## src/rtl/fsc_pkg.sv

```systemverilog
`timescale 1ns/1ps
package fsc_pkg;

    typedef enum logic [3:0] {
        ST_RUN     = 4'd0,
        ST_IDLE    = 4'd1,
        ST_SQUASH  = 4'd2,
        ST_BLOCKED = 4'd3,
        ST_WRETRY  = 4'd4,
        ST_WRESP   = 4'd5,
        ST_ACCDONE = 4'd6,
        ST_TRAP    = 4'd7,
        ST_QUIESCE = 4'd8
    } fstate_e;

    localparam int STATE_W = 4;

    // Event pulses from the line requester and fetch sequencer for one thread.
    typedef struct packed {
        logic retry;
        logic issue;
        logic resp;
        logic slot;
        logic trap;
        logic quiesce;
        logic park;
        logic wake;
    } thr_evt_t;

    // States in which the fetch stage has useful work.
    function automatic logic has_work(fstate_e s);
        return (s == ST_RUN) || (s == ST_SQUASH) || (s == ST_ACCDONE);
    endfunction

    // States that a stall must not disturb.
    function automatic logic stall_exempt(fstate_e s);
        return (s == ST_WRESP) || (s == ST_TRAP) || (s == ST_QUIESCE);
    endfunction

endpackage

```

## src/rtl/fsc_stall_tracker.sv

```systemverilog
`timescale 1ns/1ps
module fsc_stall_tracker #(
    parameter int NS = 4
) (
    input  logic          clk,
    input  logic          rst,
    input  logic          en,
    input  logic [NS-1:0] blk,
    input  logic [NS-1:0] unblk,
    input  logic          ctx_switch,
    output logic [NS-1:0] flags_q,
    output logic          stall_now
);
    logic [NS-1:0] flags_d;

    always_comb begin
        flags_d   = (flags_q | blk) & ~unblk;
        stall_now = (|flags_d) | ctx_switch;
    end

    always_ff @(posedge clk) begin
        if (rst)     flags_q <= '0;
        else if (en) flags_q <= flags_d;
    end
endmodule

```

## src/rtl/fsc_thread_fsm.sv

```systemverilog
`timescale 1ns/1ps
module fsc_thread_fsm
    import fsc_pkg::*;
#(
    parameter int          AW         = 32,
    parameter logic [AW-1:0] RESET_PC = '0,
    parameter int          INST_BYTES = 4
) (
    input  logic          clk,
    input  logic          rst,
    input  logic          en,
    input  logic          stall,
    input  logic          cmt_sq,
    input  logic          rob_busy,
    input  logic [AW-1:0] cmt_tgt,
    input  logic          dec_sq,
    input  logic [AW-1:0] dec_tgt,
    input  thr_evt_t      evt,
    output fstate_e       state_q,
    output logic [AW-1:0] pc_q,
    output logic [AW-1:0] npc_q,
    output logic [AW-1:0] nnpc_q
);
    localparam logic [AW-1:0] STEP  = AW'(INST_BYTES);
    localparam logic [AW-1:0] STEP2 = AW'(2 * INST_BYTES);

    fstate_e       nxt;
    logic          redir;
    logic [AW-1:0] tgt;

    always_comb begin
        nxt   = state_q;
        redir = 1'b0;
        tgt   = cmt_tgt;
        if (cmt_sq) begin
            nxt   = ST_SQUASH;
            redir = 1'b1;
        end else if (rob_busy) begin
            nxt = ST_SQUASH;
        end else if (dec_sq && state_q != ST_SQUASH) begin
            nxt   = ST_SQUASH;
            redir = 1'b1;
            tgt   = dec_tgt;
        end else if (stall && !stall_exempt(state_q)) begin
            nxt = ST_BLOCKED;
        end else begin
            unique case (state_q)
                ST_BLOCKED, ST_SQUASH: nxt = ST_RUN;
                ST_RUN: begin
                    if (evt.trap)         nxt = ST_TRAP;
                    else if (evt.quiesce) nxt = ST_QUIESCE;
                    else if (evt.park)    nxt = ST_IDLE;
                    else if (evt.retry)   nxt = ST_WRETRY;
                    else if (evt.issue)   nxt = ST_WRESP;
                end
                ST_WRETRY:  if (evt.issue) nxt = ST_WRESP;
                ST_WRESP:   if (evt.resp)  nxt = stall ? ST_BLOCKED : ST_ACCDONE;
                ST_ACCDONE: if (evt.slot)  nxt = ST_RUN;
                ST_TRAP, ST_QUIESCE, ST_IDLE: if (evt.wake) nxt = ST_RUN;
                default: nxt = ST_RUN;
            endcase
        end
    end

    always_ff @(posedge clk) begin
        if (rst) begin
            state_q <= ST_RUN;
            pc_q    <= RESET_PC;
            npc_q   <= RESET_PC + STEP;
            nnpc_q  <= RESET_PC + STEP2;
        end else if (en) begin
            state_q <= nxt;
            if (redir) begin
                pc_q   <= tgt;
                npc_q  <= tgt + STEP;
                nnpc_q <= tgt + STEP2;
            end
        end
    end
endmodule

```

## src/rtl/fsc_activity.sv

```systemverilog
`timescale 1ns/1ps
module fsc_activity
    import fsc_pkg::*;
#(
    parameter int NT = 2
) (
    input  fstate_e [NT-1:0] states,
    input  logic    [NT-1:0] active,
    output logic             any_work
);
    always_comb begin
        any_work = 1'b0;
        for (int i = 0; i < NT; i++)
            any_work = any_work | (active[i] & has_work(states[i]));
    end
endmodule

```

## src/rtl/fetch_status_ctrl.sv

```systemverilog
`timescale 1ns/1ps
module fetch_status_ctrl
    import fsc_pkg::*;
#(
    parameter int            NT         = 2,
    parameter int            NS         = 4,
    parameter int            AW         = 32,
    parameter int            INST_BYTES = 4,
    parameter logic [AW-1:0] RESET_PC   = 32'h0000_1000
) (
    input  logic               clk,
    input  logic               rst,
    input  logic [NT-1:0]      thread_active,
    input  logic [NS*NT-1:0]   stage_block,
    input  logic [NS*NT-1:0]   stage_unblock,
    input  logic               ctx_switch,
    input  logic [NT-1:0]      cmt_squash,
    input  logic [NT-1:0]      cmt_rob_busy,
    input  logic [NT*AW-1:0]   cmt_target,
    input  logic [NT-1:0]      dec_squash,
    input  logic [NT*AW-1:0]   dec_target,
    input  logic [NT-1:0]      ev_retry,
    input  logic [NT-1:0]      ev_issue,
    input  logic [NT-1:0]      ev_resp,
    input  logic [NT-1:0]      ev_slot,
    input  logic [NT-1:0]      ev_trap,
    input  logic [NT-1:0]      ev_quiesce,
    input  logic [NT-1:0]      ev_park,
    input  logic [NT-1:0]      ev_wake,
    output logic [NT*STATE_W-1:0] thr_state,
    output logic [NT*AW-1:0]   thr_pc,
    output logic [NT*AW-1:0]   thr_npc,
    output logic [NT*AW-1:0]   thr_nnpc,
    output logic               stage_active
);
    fstate_e [NT-1:0]   st;
    logic [NS*NT-1:0]   stall_flags;

    for (genvar t = 0; t < NT; t++) begin : g_thr
        logic [NS-1:0] blk_t, unblk_t, flags_t;
        logic          stall_t;
        thr_evt_t      evt_t;

        for (genvar s = 0; s < NS; s++) begin : g_stage
            assign blk_t[s]             = stage_block[s*NT + t];
            assign unblk_t[s]           = stage_unblock[s*NT + t];
            assign stall_flags[s*NT + t] = flags_t[s];
        end

        assign evt_t = '{retry: ev_retry[t], issue: ev_issue[t], resp: ev_resp[t],
                         slot: ev_slot[t], trap: ev_trap[t], quiesce: ev_quiesce[t],
                         park: ev_park[t], wake: ev_wake[t]};

        fsc_stall_tracker #(.NS(NS)) u_stall (
            .clk        (clk),
            .rst        (rst),
            .en         (thread_active[t]),
            .blk        (blk_t),
            .unblk      (unblk_t),
            .ctx_switch (ctx_switch),
            .flags_q    (flags_t),
            .stall_now  (stall_t)
        );

        fsc_thread_fsm #(.AW(AW), .RESET_PC(RESET_PC), .INST_BYTES(INST_BYTES)) u_fsm (
            .clk      (clk),
            .rst      (rst),
            .en       (thread_active[t]),
            .stall    (stall_t),
            .cmt_sq   (cmt_squash[t]),
            .rob_busy (cmt_rob_busy[t]),
            .cmt_tgt  (cmt_target[t*AW +: AW]),
            .dec_sq   (dec_squash[t]),
            .dec_tgt  (dec_target[t*AW +: AW]),
            .evt      (evt_t),
            .state_q  (st[t]),
            .pc_q     (thr_pc[t*AW +: AW]),
            .npc_q    (thr_npc[t*AW +: AW]),
            .nnpc_q   (thr_nnpc[t*AW +: AW])
        );

        assign thr_state[t*STATE_W +: STATE_W] = st[t];
    end

    fsc_activity #(.NT(NT)) u_act (
        .states   (st),
        .active   (thread_active),
        .any_work (stage_active)
    );
endmodule

```

## config.mk

```make
export PLATFORM = sky130hd
export DESIGN_NAME = fetch_status_ctrl
export DESIGN_NICKNAME = d
export VERILOG_FILES = /design/src/rtl/fsc_pkg.sv /design/src/rtl/fsc_stall_tracker.sv /design/src/rtl/fsc_thread_fsm.sv /design/src/rtl/fsc_activity.sv /design/src/rtl/fetch_status_ctrl.sv
export SDC_FILE = /design/constraint.sdc
export NUM_CORES = 1
export LEC_CHECK = 0
export CAP_MARGIN = 15
export CORE_UTILIZATION = 52
export CTS_CLUSTER_DIAMETER = 60
export CTS_CLUSTER_SIZE = 28
export DETAILED_ROUTE_END_ITERATION = 16
export PLACE_DENSITY = 0.88
export SLEW_MARGIN = 15
export SYNTH_ARGS = -nofsm -noshare
export SYNTH_HDL_FRONTEND = slang
export SYNTH_HIERARCHICAL = 1
export SYNTH_SLANG_ARGS = --single-unit
```

## constraint.sdc

```tcl
create_clock -name clk -period 12.8 [get_ports clk]
set_input_delay 2.56 -clock clk [delete_from_list [all_inputs] [get_ports clk]]
set_output_delay 2.56 -clock clk [all_outputs]
set_load 0.05 [all_outputs]
```

==> impl_metrics.yaml <==
grt:
  grt_max_degree: 89
  antenna_found_initial: 2
  track_usage_pct: 40.3
  grt_overflow: 0
  first_global_vias: 12907
  grt_pass1_wl_um: 75100
timing:
  rsz0062_at_grt: "no"
  setup_tns_ps: 0
  finalCriticalPeriod_ps: 7000
  post-route-period-util_pct: 54.7
  finalHoldViolations: 0
  timing.final.ws_setup_ps: 5800
  maxSlewViolCount: 0
  fmax_mhz: 143
  setup_viol: 0
  tightest_slew_ps: 1130
  slew-limit-headroom_pct: 22.4
  skew_ps: 12.4
place:
  portBuffers: 371
  dp_slack_ps: 5680
  place_hpwl_um: 36600
  dpl.cell_count: 2066
  placed_area_mm2: 0.0158
  gp_congestion: 0.986
final_layout:
  final_cells: 2100
  syn2layout_area_growth_pct: 35.8
  final_common_cell: "clkdlybuf4s50_1"
  drive_gt1_share_pct: 5.13
  fin_area_mm2: 0.0164
  nets: 1974
  final_cell_mix: "clkdlybuf4s50_1, dfxtp_1, nand2_1"
power_and_ir_drop:
  pwr-share-seq_pct: 38.0
  p_clk_share_pct: 31.5
  vdd_drop_max_mv: 0.0839
  switching_share_pct: 38.2
  power.switching_uw: 694
  power.internal_mw: 1.13
  total_power_mw: 1.82
  p_leak_nw: 5.59
  p_per_area_mw_per_mm2: 111
  p_comb_share_pct: 30.4
synth:
  synth_edf_count: 0
  synthArstFlopShare_pct: 0
  syn_area_mm2: 0.0121
  ys_ff_latch: 198
  ys_seq_area_share_pct: 32.8
  synth_ff_type: "dfxtp_1"
  synth.avg_cell_area_um2: 7.93
  syn_nets: 1697
  syn_inst: 1523
  ys_types: 81
  yosysWarnings: 6
detailed_routing:
  wl_per_cell_um: 23.5
  viasPerCell: 6.72
  drc: 0
  vias: 14110
  initialDrtViolationCount: 1746
  wirelength_um: 49300
  dr.pass1.iters: 6
  antenna_left: 0
clock_network:
  cts.clk_slew.worst_paths_ps: 80
  cts_hold_buf: 0
  post-cts-setup-buffers: 0
  clk_latency_ps: 440
  cts_tree: "built"
  cts_sinks: 198
  cts.htree.levels: 4
  cts_resized: 0
  cts_inserted_buffers: 17
  clk_path_buf_depth: 2
  clock-root-buffer: "clkbuf_16"
setup_path:
  crit_required_ps: 10240
  end_kind: "output port"
  start_kind: "input pin"
  ff2ff_path_depth: 12
  critPathArrivalTime_ps: 4440
  criticalPathCategory: "input pin to output port"
  path_max_fanout: 12
min_path:
  hold_path_depth: 2
  hold_path.class: "flop to flop"
floorplan:
  rows: 55
  core-area_mm2: 0.0227
  start_util_pct: 53.2
  die_width_um: 154
  die_h_um: 154
  die_area_mm2: 0.0238
  boundaryPins: 372
run_status:
  status: "finished, final reports clean"
job:
  max_cap_violations: 0
-- cell families (layout without fill, tap and decap cells) --
logic type	count (synthesis)	after routing	synth area share, %
DFF	198	198	32.8
xor gates and xnor gates	61	61	4.42
AOI/OAI and AO/OA	399	399	23.8
muxes	81	81	6.88
adders and majority gates	3	3	0.311
and+or+nand+nor	632	632	26.3
other	0	2	0
buffers and inverters	149	439	5.48
-- sequential cells by signal (all words and copies together), names as in the netlist --
| signal | flops |
|---|---|
| g_thr.u_fsm/nnpc_q | 58 |
| g_thr.u_fsm/npc_q | 60 |
| g_thr.u_fsm/pc_q | 64 |
| g_thr.u_fsm/state_q | 8 |
| g_thr.u_stall/flags_q | 8 |
-- layout make-up --
class | instances | area [um^2]
Multi-Input combinational cell | 1176 | 7530
Fill cell | 1794 | 6310
Sequential cell | 198 | 3960
Timing Repair Buffer | 387 | 3830
Clock buffer | 17 | 425
Tap cell | 285 | 357
Clock inverter | 15 | 208
Inverter | 20 | 75.1
Antenna cell | 2 | 5.00
-- critical path, stage by stage --
cell	delay (ps)
clkdlybuf4s50_1	810
nand3_1	170
o21ai_2	90
clkdlybuf4s50_1	810
-- power groups by stage --
stage                     clock network, mW  logic, mW  registers, mW
after floorplan                           0      0.179          0.846
after global placement                    0      0.538          0.704
after detailed placement                  0      0.543          0.705
after CTS                             0.574      0.545          0.691
after global routing                  0.602      0.576          0.697
final                                 0.574      0.554          0.692
-- through the flow --
stage          hold slack (ps)  util (%)
2_1_floorplan              484         -
3_3_place_gp               432      69.4
3_5_place_dp               437      69.4
4_1_cts                    449      72.2
5_1_grt                    478      72.2
6_report                   450      72.2
-- final timing paths --
kind                                           from                                     to  slack [ps]
min           g_thr[0].u_fsm/nnpc_q[3]$_SDFFE_PP1P_  g_thr[0].u_fsm/nnpc_q[3]$_SDFFE_PP1P_         450
max reg2reg  g_thr[1].u_fsm/state_q[1]$_SDFFE_PP0P_  g_thr[1].u_fsm/npc_q[24]$_SDFFE_PP0P_        8450
max                                thread_active[0]                           stage_active        5800
min reg2reg   g_thr[0].u_fsm/nnpc_q[3]$_SDFFE_PP1P_  g_thr[0].u_fsm/nnpc_q[3]$_SDFFE_PP1P_         450
-- Yosys cell counts, types with 31 or more instances --
cell	instances	area share, %
xor2_1	31	2.2
nor3_1	54	2.2
mux2i_1	65	5.4
clkbuf_1	80	2.5
dfxtp_1	198	33
buf_2	31	1.3
and3_1	38	2.0
nand2_1	161	5.0
nor2_1	132	4.1
nand4_1	51	2.6
a211oi_1	77	4.8
nand3_1	75	3.1
o21ai_0	33	1.4
a21oi_1	75	3.1
nor4_1	32	1.7
-- per-layer routing --
| metal | wire length, um | GRT usage, % | share of wire (%) |
|---|---|---|---|
| met3 | 5250 | 6.50 | 11 |
| met4 | 3070 | 23.2 | 6.2 |
| met1 | 18800 | 51.7 | 38 |
| met5 | 0 | 0 | 0 |
| met2 | 22100 | 64.4 | 45 |
(Power assumes the default switching activity.)
